[config.mk]
export PLATFORM = sky130hd
export DESIGN_NAME = irq_prio_ack
export DESIGN_NICKNAME = d
export VERILOG_FILES = /design/src/rtl/irq_prio_ack_pkg.sv /design/src/rtl/irq_prio_scan.sv /design/src/rtl/irq_prio_ctrl.sv /design/src/rtl/irq_prio_state.sv /design/src/rtl/irq_prio_ack.sv
export SDC_FILE = /design/constraint.sdc
export NUM_CORES = 1
export LEC_CHECK = 0
export ABC_AREA = 1
export BUFFER_PORTS_ARGS = -buffer_cell sky130_fd_sc_hd__buf_2
export CAP_MARGIN = 5
export CELL_PAD_IN_SITES_DETAIL_PLACEMENT = 0
export CELL_PAD_IN_SITES_GLOBAL_PLACEMENT = 1
export CORE_UTILIZATION = 40
export DETAILED_ROUTE_END_ITERATION = 12
export HOLD_SLACK_MARGIN = 0.03
export PLACE_DENSITY = 0.88
export REMOVE_ABC_BUFFERS = 1
export SLEW_MARGIN = 30
export SYNTH_ARGS = -nofsm -noshare
export SYNTH_HDL_FRONTEND = slang
export SYNTH_SLANG_ARGS = --single-unit
[constraint.sdc]
create_clock -name clk -period 34.7 [get_ports clk]
set_input_delay 1.735 -clock clk [delete_from_list [all_inputs] [get_ports clk]]
set_output_delay 1.735 -clock clk [all_outputs]
set_load 0.1 [all_outputs]
[src/rtl/irq_prio_ack_pkg.sv]
package irq_prio_ack_pkg;
  localparam int ID_W = 10;
  localparam logic [ID_W-1:0] SPUR_ID = 10'd1023;

  typedef struct packed {
    logic            push;
    logic            pop;
    logic [ID_W-1:0] pushId;
  } strobe_t;
endpackage

[src/rtl/irq_prio_scan.sv]
module irq_prio_scan
  import irq_prio_ack_pkg::*;
#(
  parameter int NUM_SRC = 16,
  parameter int PRIO_W  = 8
) (
  input  logic [NUM_SRC-1:0]  srcEnable,
  input  logic [NUM_SRC-1:0]  srcPending,
  input  logic [PRIO_W-1:0]   prioArr [NUM_SRC],
  input  logic [ID_W-1:0]     runningId,
  output logic [ID_W-1:0]     bestId,
  output logic                irqReq
);
  localparam int KEY_W = PRIO_W + 1;
  localparam logic [KEY_W-1:0] SENTINEL = KEY_W'(1) << PRIO_W;

  logic [KEY_W-1:0] bestKey;
  logic [KEY_W-1:0] runKey;

  always_comb begin
    bestKey = SENTINEL;
    bestId  = SPUR_ID;
    for (int i = 0; i < NUM_SRC; i++) begin
      if (srcEnable[i] && srcPending[i] && ({1'b0, prioArr[i]} < bestKey)) begin
        bestKey = {1'b0, prioArr[i]};
        bestId  = ID_W'(i);
      end
    end
  end

  always_comb begin
    runKey = SENTINEL;
    for (int i = 0; i < NUM_SRC; i++) begin
      if (runningId == ID_W'(i)) runKey = {1'b0, prioArr[i]};
    end
  end

  assign irqReq = (bestId != SPUR_ID) && (bestKey < runKey);
endmodule

[src/rtl/irq_prio_ctrl.sv]
module irq_prio_ctrl
  import irq_prio_ack_pkg::*;
(
  input  logic            ackStrobe,
  input  logic            eoiStrobe,
  input  logic [ID_W-1:0] eoiId,
  input  logic [ID_W-1:0] bestId,
  input  logic [ID_W-1:0] runningId,
  output strobe_t         strb,
  output logic [ID_W-1:0] ackId,
  output logic            clrPendValid,
  output logic [ID_W-1:0] clrPendId
);
  logic winValid;

  assign winValid = (bestId != SPUR_ID);

  always_comb begin
    strb.push   = ackStrobe && winValid;
    strb.pushId = bestId;
    strb.pop    = eoiStrobe && !ackStrobe && (runningId != SPUR_ID) && (eoiId == runningId);
  end

  assign ackId        = ackStrobe ? bestId : SPUR_ID;
  assign clrPendValid = strb.push;
  assign clrPendId    = strb.push ? bestId : SPUR_ID;
endmodule

[src/rtl/irq_prio_state.sv]
module irq_prio_state
  import irq_prio_ack_pkg::*;
#(
  parameter int NUM_SRC = 16
) (
  input  logic            clk,
  input  logic            rst_n,
  input  strobe_t         strb,
  output logic [ID_W-1:0] runningId
);
  logic [ID_W-1:0] prevId [NUM_SRC];
  logic [ID_W-1:0] prevSel;

  always_comb begin
    prevSel = SPUR_ID;
    for (int i = 0; i < NUM_SRC; i++) begin
      if (runningId == ID_W'(i)) prevSel = prevId[i];
    end
  end

  always_ff @(posedge clk or negedge rst_n) begin
    if (!rst_n) begin
      runningId <= SPUR_ID;
      for (int i = 0; i < NUM_SRC; i++) prevId[i] <= SPUR_ID;
    end else if (strb.push) begin
      runningId <= strb.pushId;
      for (int i = 0; i < NUM_SRC; i++) begin
        if (strb.pushId == ID_W'(i)) prevId[i] <= runningId;
      end
    end else if (strb.pop) begin
      runningId <= prevSel;
    end
  end

  assert_push_loads_R5: assert property (@(posedge clk) disable iff (!rst_n)
    strb.push |=> runningId == $past(strb.pushId));
  assert_hold_without_strobe_R6: assert property (@(posedge clk) disable iff (!rst_n)
    (!strb.push && !strb.pop) |=> $stable(runningId));
  assert_no_pop_when_idle_R8: assert property (@(posedge clk) disable iff (!rst_n)
    strb.pop |-> runningId != SPUR_ID);
endmodule

[src/rtl/irq_prio_ack.sv]
module irq_prio_ack
  import irq_prio_ack_pkg::*;
#(
  parameter int NUM_SRC = 16,
  parameter int PRIO_W  = 8
) (
  input  logic                      clk,
  input  logic                      rst_n,
  input  logic [NUM_SRC-1:0]        srcEnable,
  input  logic [NUM_SRC-1:0]        srcPending,
  input  logic [NUM_SRC*PRIO_W-1:0] srcPrio,
  input  logic                      ackStrobe,
  input  logic                      eoiStrobe,
  input  logic [9:0]                eoiId,
  output logic                      irqReq,
  output logic [9:0]                bestId,
  output logic [9:0]                ackId,
  output logic                      clrPendValid,
  output logic [9:0]                clrPendId,
  output logic [9:0]                runningId
);
  localparam int IDX_W = (NUM_SRC > 1) ? $clog2(NUM_SRC) : 1;

  logic [PRIO_W-1:0] prioArr [NUM_SRC];
  strobe_t           strb;

  for (genvar g = 0; g < NUM_SRC; g++) begin : g_unpack
    assign prioArr[g] = srcPrio[g*PRIO_W +: PRIO_W];
  end

  irq_prio_scan #(.NUM_SRC(NUM_SRC), .PRIO_W(PRIO_W)) u_scan (
    .srcEnable(srcEnable), .srcPending(srcPending), .prioArr(prioArr),
    .runningId(runningId), .bestId(bestId), .irqReq(irqReq)
  );

  irq_prio_ctrl u_ctrl (
    .ackStrobe(ackStrobe), .eoiStrobe(eoiStrobe), .eoiId(eoiId),
    .bestId(bestId), .runningId(runningId), .strb(strb),
    .ackId(ackId), .clrPendValid(clrPendValid), .clrPendId(clrPendId)
  );

  irq_prio_state #(.NUM_SRC(NUM_SRC)) u_state (
    .clk(clk), .rst_n(rst_n), .strb(strb), .runningId(runningId)
  );

  assert_winner_qualified_R1: assert property (@(posedge clk) disable iff (!rst_n)
    (bestId != SPUR_ID) |-> (srcEnable[bestId[IDX_W-1:0]] && srcPending[bestId[IDX_W-1:0]]));
  assert_req_needs_winner_R4: assert property (@(posedge clk) disable iff (!rst_n)
    irqReq |-> bestId != SPUR_ID);
  assert_clear_matches_running_R5: assert property (@(posedge clk) disable iff (!rst_n)
    clrPendValid |=> runningId == $past(clrPendId));
endmodule

Word level (Yosys, flattened, before mapping)
Index checks and enable logic that the tools add are counted. Widths: inputs -> output; s select.

Order comparisons: 16. Eq/ne operators: 33. Mux-type cells: 68. Reduce and logical (&&, ||, !) cells: 56.

Operator list (number): $mux 10 (36); $mux 9 (32); $eq 10x4->1 const B (16); $lt 8x9->1 (15); $eq 10x3->1 const B (8); $eq 10x2->1 const B (4); $logic_and 1x1->1 (36); $reduce_and 2->1 (16); $eq 10x1->1 const B (2); $logic_not 10->1 (2); $ne 10x10->1 const B (2); $eq 10x10->1 (1); $lt 9x9->1 (1); $reduce_bool 2->1 (1); $logic_not 1->1 (1).

Register bits: 170. Input port bits: 174. Output and inout bits: 42. Word-level logic and storage cells: 190.

Longest topological paths before layout
Word-level depth: 50. Mapped depth: 186. Gate-level depth less buffers: 170.

Hierarchy
Synthesis repeated with hierarchy kept, for this count alone.

Cell total of the unflattened synthesis: 2160. Area, all modules: 14885.5 µm².

By module, submodules not included: irq_prio_state (times used 1, cells each 994, area an instance 8255.4 µm², sequential area each 4466.8 µm²); irq_prio_scan (times used 1, cells each 1068, area an instance 6127.1 µm², sequential area each 0.0 µm²); irq_prio_ctrl (times used 1, cells each 98, area an instance 503.0 µm², sequential area each 0.0 µm²).

Least setup slack after synthesis
Ideal clock, no wire load.

Path kind: input to output. Start point: input port srcEnable[0]. End point: output port irqReq. Arrival: 21.575 ns. Slack: 11.390 ns. Stages on the path: 155. Cells stage by stage: nand2_1 -> inv_1 -> nand2_1 -> ha_1 -> nand2_1 -> nand2_1 -> a21oi_2 -> nand3_2 -> buf_6 -> o21ai_0 -> ha_1 -> a21oi_1 -> nand2_1 -> inv_1 -> nand2_1 -> nand2_1 -> nand2_1 -> nand2_2 -> [... 119 more ...] -> nand3_2 -> buf_4 -> buf_6 -> nand2_1 -> o21ai_0 -> ha_1 -> inv_1 -> nor3_1 -> nand3b_4 -> nand2_8 -> nand2_2 -> inv_1 -> ha_1 -> nand2_1 -> nor2_1 -> a211oi_1 -> o211ai_1 -> a21oi_1.

Cells in the longest elaborated chain, start to end: 49. Elaborated cells on any way between the ends: 66.

RTL lines: start, declared (line irq_prio_ack.sv:9) `input logic [NUM_SRC-1:0] srcEnable,`; $logic_and 1x1->1 * (line irq_prio_scan.sv:24) `if (srcEnable[i] && srcPending[i] && ({1'b0, prioArr[i]} < bestKey)) begin`; $mux 9 (line irq_prio_scan.sv:24); $lt 8x9->1 (line irq_prio_scan.sv:24); $logic_and 1x1->1 (line irq_prio_scan.sv:24); $mux 9 (line irq_prio_scan.sv:24); $lt 8x9->1 (line irq_prio_scan.sv:24); $logic_and 1x1->1 (line irq_prio_scan.sv:24); $mux 9 (line irq_prio_scan.sv:24); [... 34 more ...]; $logic_and 1x1->1 (line irq_prio_scan.sv:24); $mux 9 (line irq_prio_scan.sv:24); $lt 8x9->1 (line irq_prio_scan.sv:24); $logic_and 1x1->1 (line irq_prio_scan.sv:24); $mux 10 * (line irq_prio_scan.sv:24); named net bestId[4] (line irq_prio_ack.sv:16) `output logic [9:0] bestId,`; $ne 10x10->1 * (line irq_prio_scan.sv:38) `assign irqReq = (bestId != SPUR_ID) && (bestKey < runKey);`; $logic_and 1x1->1 * (line irq_prio_scan.sv:38); end, declared (line irq_prio_ack.sv:15) `output logic irqReq,`.

Mark *: on every way through the listed nets, which the timed path passes. The rest lies on a longest branch.

Final worst setup path
Start point: input port srcEnable[0]. End point: output port irqReq.

Cells in the longest elaborated chain, start to end: 49. Elaborated cells on any way between the ends: 66.

RTL lines (line): $logic_and 1x1->1 * (irq_prio_scan.sv:24); $mux 9 (irq_prio_scan.sv:24); $lt 8x9->1 (irq_prio_scan.sv:24); $logic_and 1x1->1 (irq_prio_scan.sv:24); $mux 9 (irq_prio_scan.sv:24); $lt 8x9->1 (irq_prio_scan.sv:24); $logic_and 1x1->1 (irq_prio_scan.sv:24); $mux 9 (irq_prio_scan.sv:24); [... 33 more ...]; $lt 8x9->1 (irq_prio_scan.sv:24); $logic_and 1x1->1 (irq_prio_scan.sv:24); $mux 9 (irq_prio_scan.sv:24); $lt 8x9->1 (irq_prio_scan.sv:24); $logic_and 1x1->1 (irq_prio_scan.sv:24); $mux 9 or $mux 10 (tied branches) (irq_prio_scan.sv:24); $lt 9x9->1 or $ne 10x10->1 (tied branches) (irq_prio_scan.sv:38); $logic_and 1x1->1 * (irq_prio_scan.sv:38).

Every way passes the cells marked *; elsewhere a longest branch is shown, timed or not.

==> reports/metrics.csv <==
stage,metric,value,unit
run_status,outcome,completed,
min_path,Worst Hold Class,register to register,
route,TritonRoute pass-1 iters,5,
worst_setup_path,family with the most delay on the worst path,compound AO/OA/AOI/OAI gates,
synth,"area leader, netlist",dfstp_2,
worst_setup_path,CP Buf/Inv Count,14,
floorplan,Starting Density,40.73,%
floorplan,Die Ht,195.1,µm
global_routing,number of global-route vias before repair,14610,
worst_setup_path,CP endpoint,irqReq,
placement,# placed instances,2754,
timing,setup TNS,0,ps
timing,slew at the pin with the worst max-slew slack,996.1,ps
timing,final setup fails,0,
synth,count of cell types in the netlist,58,
timing,worst hold slack,461.8,ps
global_routing,global-route wire length before repair,80250,µm
timing,Worst slew margin,33.35,%
worst_setup_path,worst setup path start,srcEnable[0],
final_layout,layout net count,2580,
synth,"EDFF count, synth",0,
clock_tree,Worst-Skew Late Latency,440,ps
power,leakage dissipation,8.470,nW
worst_setup_path,crit start category,primary input,
synth,"Seq/Total Area, Yosys",29.96,%
route,Metal-1 WL,22450,µm
synth,Yosys top cell area share,29.96,%
worst_setup_path,reg2reg path depth,20,
placement,I/O Buffers,215,
synth,synth top area cells,"dfstp_2, nand2_1, ha_1, nand3_1, o21ai_0",
clock_tree,CTS max path bufs,2,
synth,Synth Cell Area,14910,µm²
worst_setup_path,CP peak stage delay,460,ps
floorplan,Die Wd,195.1,µm
final_layout,"non-filler cells, final",2790,
clock_tree,CTS buffer count,17,
placement,DP Area,16110,µm²
synth,Compound-Gate Fraction of Synth Area,14.27,%
timing,final hold viol count,0,
worst_setup_path,kind of critical path,primary input to output port,
synth,most numerous cell in the Yosys netlist,nand2_1,
synth,register bit total from synthesis,170,
worst_setup_path,CP Data Arrival Time,23080,ps
route,DRT iter0 DRCs,1400,
synth,Synth Area in Adders,8.475,%
floorplan,full die area,38050,µm²
route,drt drc,0,
placement,DP Wirelength,38780,µm
timing,clk_skew,13.99,ps
power,Max IR drop VDD,57.45,µV
power,Pwr Density,66.01,nW/µm²
clock_tree,CTS tree,yes,
worst_setup_path,Levels on crit path,139,
global_routing,pin count of the biggest net entering global routing,115,
timing,RSZ-0062 raised after global routing,false,
clock_tree,Resized cells post-CTS,0,
synth,multiplexer share of the synthesized area,0,%
clock_tree,clk slew on worst S/H paths,70,ps
flow_run,Max Cap Viol,0,
route,met2 wire length,23120,µm
timing,fin crit share,71.52,%
synth,Synth Area in Simple Gates,37.95,%
clock_tree,Hold Buf Count CTS,0,
global_routing,GRT Resource Usage Total,26.67,%
floorplan,Core Region,36610,µm²
synth,Synth Area in XOR/XNOR,0.1762,%
final_layout,Layout area overhead,12.34,%
worst_setup_path,reg2reg end,u_state.runningId[5],
timing,min Tclk post-route,24820,ps
synth,Ys Warns,0,
worst_setup_path,WP data required,32970,ps
global_routing,initial antenna violation count,4,
route,met3 routed WL,4187,µm
timing,Pins Over Slew Limit,0,
synth,Async SR Flop Fraction,100.0,%
final_layout,"Core Util, Final",45.76,%
clock_tree,CTS root buffer,clkbuf_16,
clock_tree,CTS sink cnt,170,
route,DR WL/cell,18.26,µm
placement,routability cong.,0.9187,
floorplan,# IOs,216,
synth,Synth Flop Type,dfstp_2,
clock_tree,H-tree depth,4,
final_layout,share of cells above drive strength 1,25.58,%
final_layout,Final Cell Area,16750,µm²
worst_setup_path,Worst Setup End Kind,output port,
route,Routed Wire Length,50950,µm
clock_tree,Post-CTS Setup Inserts,0,
route,Highest Signal Layer,met4,
worst_setup_path,worst reg-to-reg setup slack,29600,ps
synth,combinational family with the most area after synthesis,simple AND/OR/NAND/NOR gates,
synth,Syn Area/Cell,6.964,µm²
global_routing,gr ovfl total,0,
worst_setup_path,"slowest stage cell, crit path",buf_2,
route,Vias/cell,5.499,
worst_setup_path,RR Startpoint,u_state.runningId[6],
timing,Max Clk Rate,0.04030,GHz
route,ANT nets after route,0,
floorplan,# rows,70,
route,vias post-DR,15340,
synth,Post-synth top cells,"nand2_1, dfstp_2, nand3_1, inv_1, o21ai_0",
worst_setup_path,crit-path max FO,42,
synth,Synth Instances,2141,
worst_setup_path,cell mode on critical path,nand2_1,
==> area by class of cell <==
class | count | area [µm²]
diodes | 4 | 10.01
clock buffers | 20 | 456.7
clock inverters | 12 | 171.4
fillers | 3722 | 19860
inverters | 188 | 718.2
multi-input cells | 1691 | 9091
flip-flops and latches | 170 | 4467
well taps | 468 | 585.6
repair buffers | 237 | 1251
==> stage by stage <==
stage,setup slack (ps),power (mW)
floorplan,9033,0.7500
global placement,10830,0.8799
detailed placement,9991,0.8945
CTS,9894,1.102
global route,7550,1.185
finish,9883,1.106
==> how the worst min path moves through the flow <==
stage | start | slack (ps) | cells after the start | endpoint
3_5_place_dp | u_state.prevId[75] | 450 | 2 | u_state.prevId[75]
2_1_floorplan | u_state.prevId[20] | 440 | 2 | u_state.prevId[20]
6_report | u_state.prevId[102] | 460 | 2 | u_state.prevId[102]
4_1_cts | u_state.prevId[76] | 460 | 2 | u_state.prevId[76]
5_1_grt | u_state.prevId[136] | 470 | 2 | u_state.prevId[136]
3_3_place_gp | u_state.prevId[107] | 450 | 2 | u_state.prevId[107]
==> power by group <==
part           internal, mW  leakage (nW)  switching [mW]  total [mW]
logic                 0.148          6.40           0.368       0.516
registers             0.331          1.77          0.0519       0.383
clock network         0.124         0.302          0.0821       0.206
total                 0.603          8.47           0.502        1.11
==> layout by cell type, fill, tap and decap left out, types with 16 or more instances in the layout <==
cell type,count
buf_2,214
clkbuf_16,17
o2111ai_1,17
nor2_1,103
nor4_1,24
o21ai_0,153
dfstp_2,170
nand2_2,35
a221oi_1,24
inv_2,23
nor2_2,20
o21ai_1,23
ha_1,101
inv_1,159
nand2_1,787
nand2_4,24
buf_4,22
a21oi_1,74
nand4_1,16
nand3_1,162
o211ai_1,22
==> kinds of logic (layout without fill, tap and decap cells) <==
| family | Yosys count | count (layout) |
|---|---|---|
| flops | 170 | 170 |
| xor+xnor | 3 | 3 |
| fa+ha+maj | 101 | 101 |
| other cells | 0 | 4 |
| simple gates | 1231 | 1231 |
| compound gates | 356 | 356 |
| buf+inv | 280 | 457 |
==> per-layer routing <==
layer  track usage, %  vias up
met5                0        -
li1                 -     7455
met4            7.641        0
met1            36.37     7190
met2            42.69      620
met3            5.233       76
==> flip-flops by register name, indices dropped and copies added, names as in the netlist <==
register / cells
u_state.prevId: 160
u_state.runningId: 10
==> worst reg2reg max path, delay by kind of cell (launching register included) <==
family | cells | cell delay, ps
AOI/OAI and AO/OA | 11 | 2220
and+or+nand+nor | 5 | 630
DFF | 1 | 880
buffers and inverters | 4 | 1300
(Power assumes the default switching activity.)
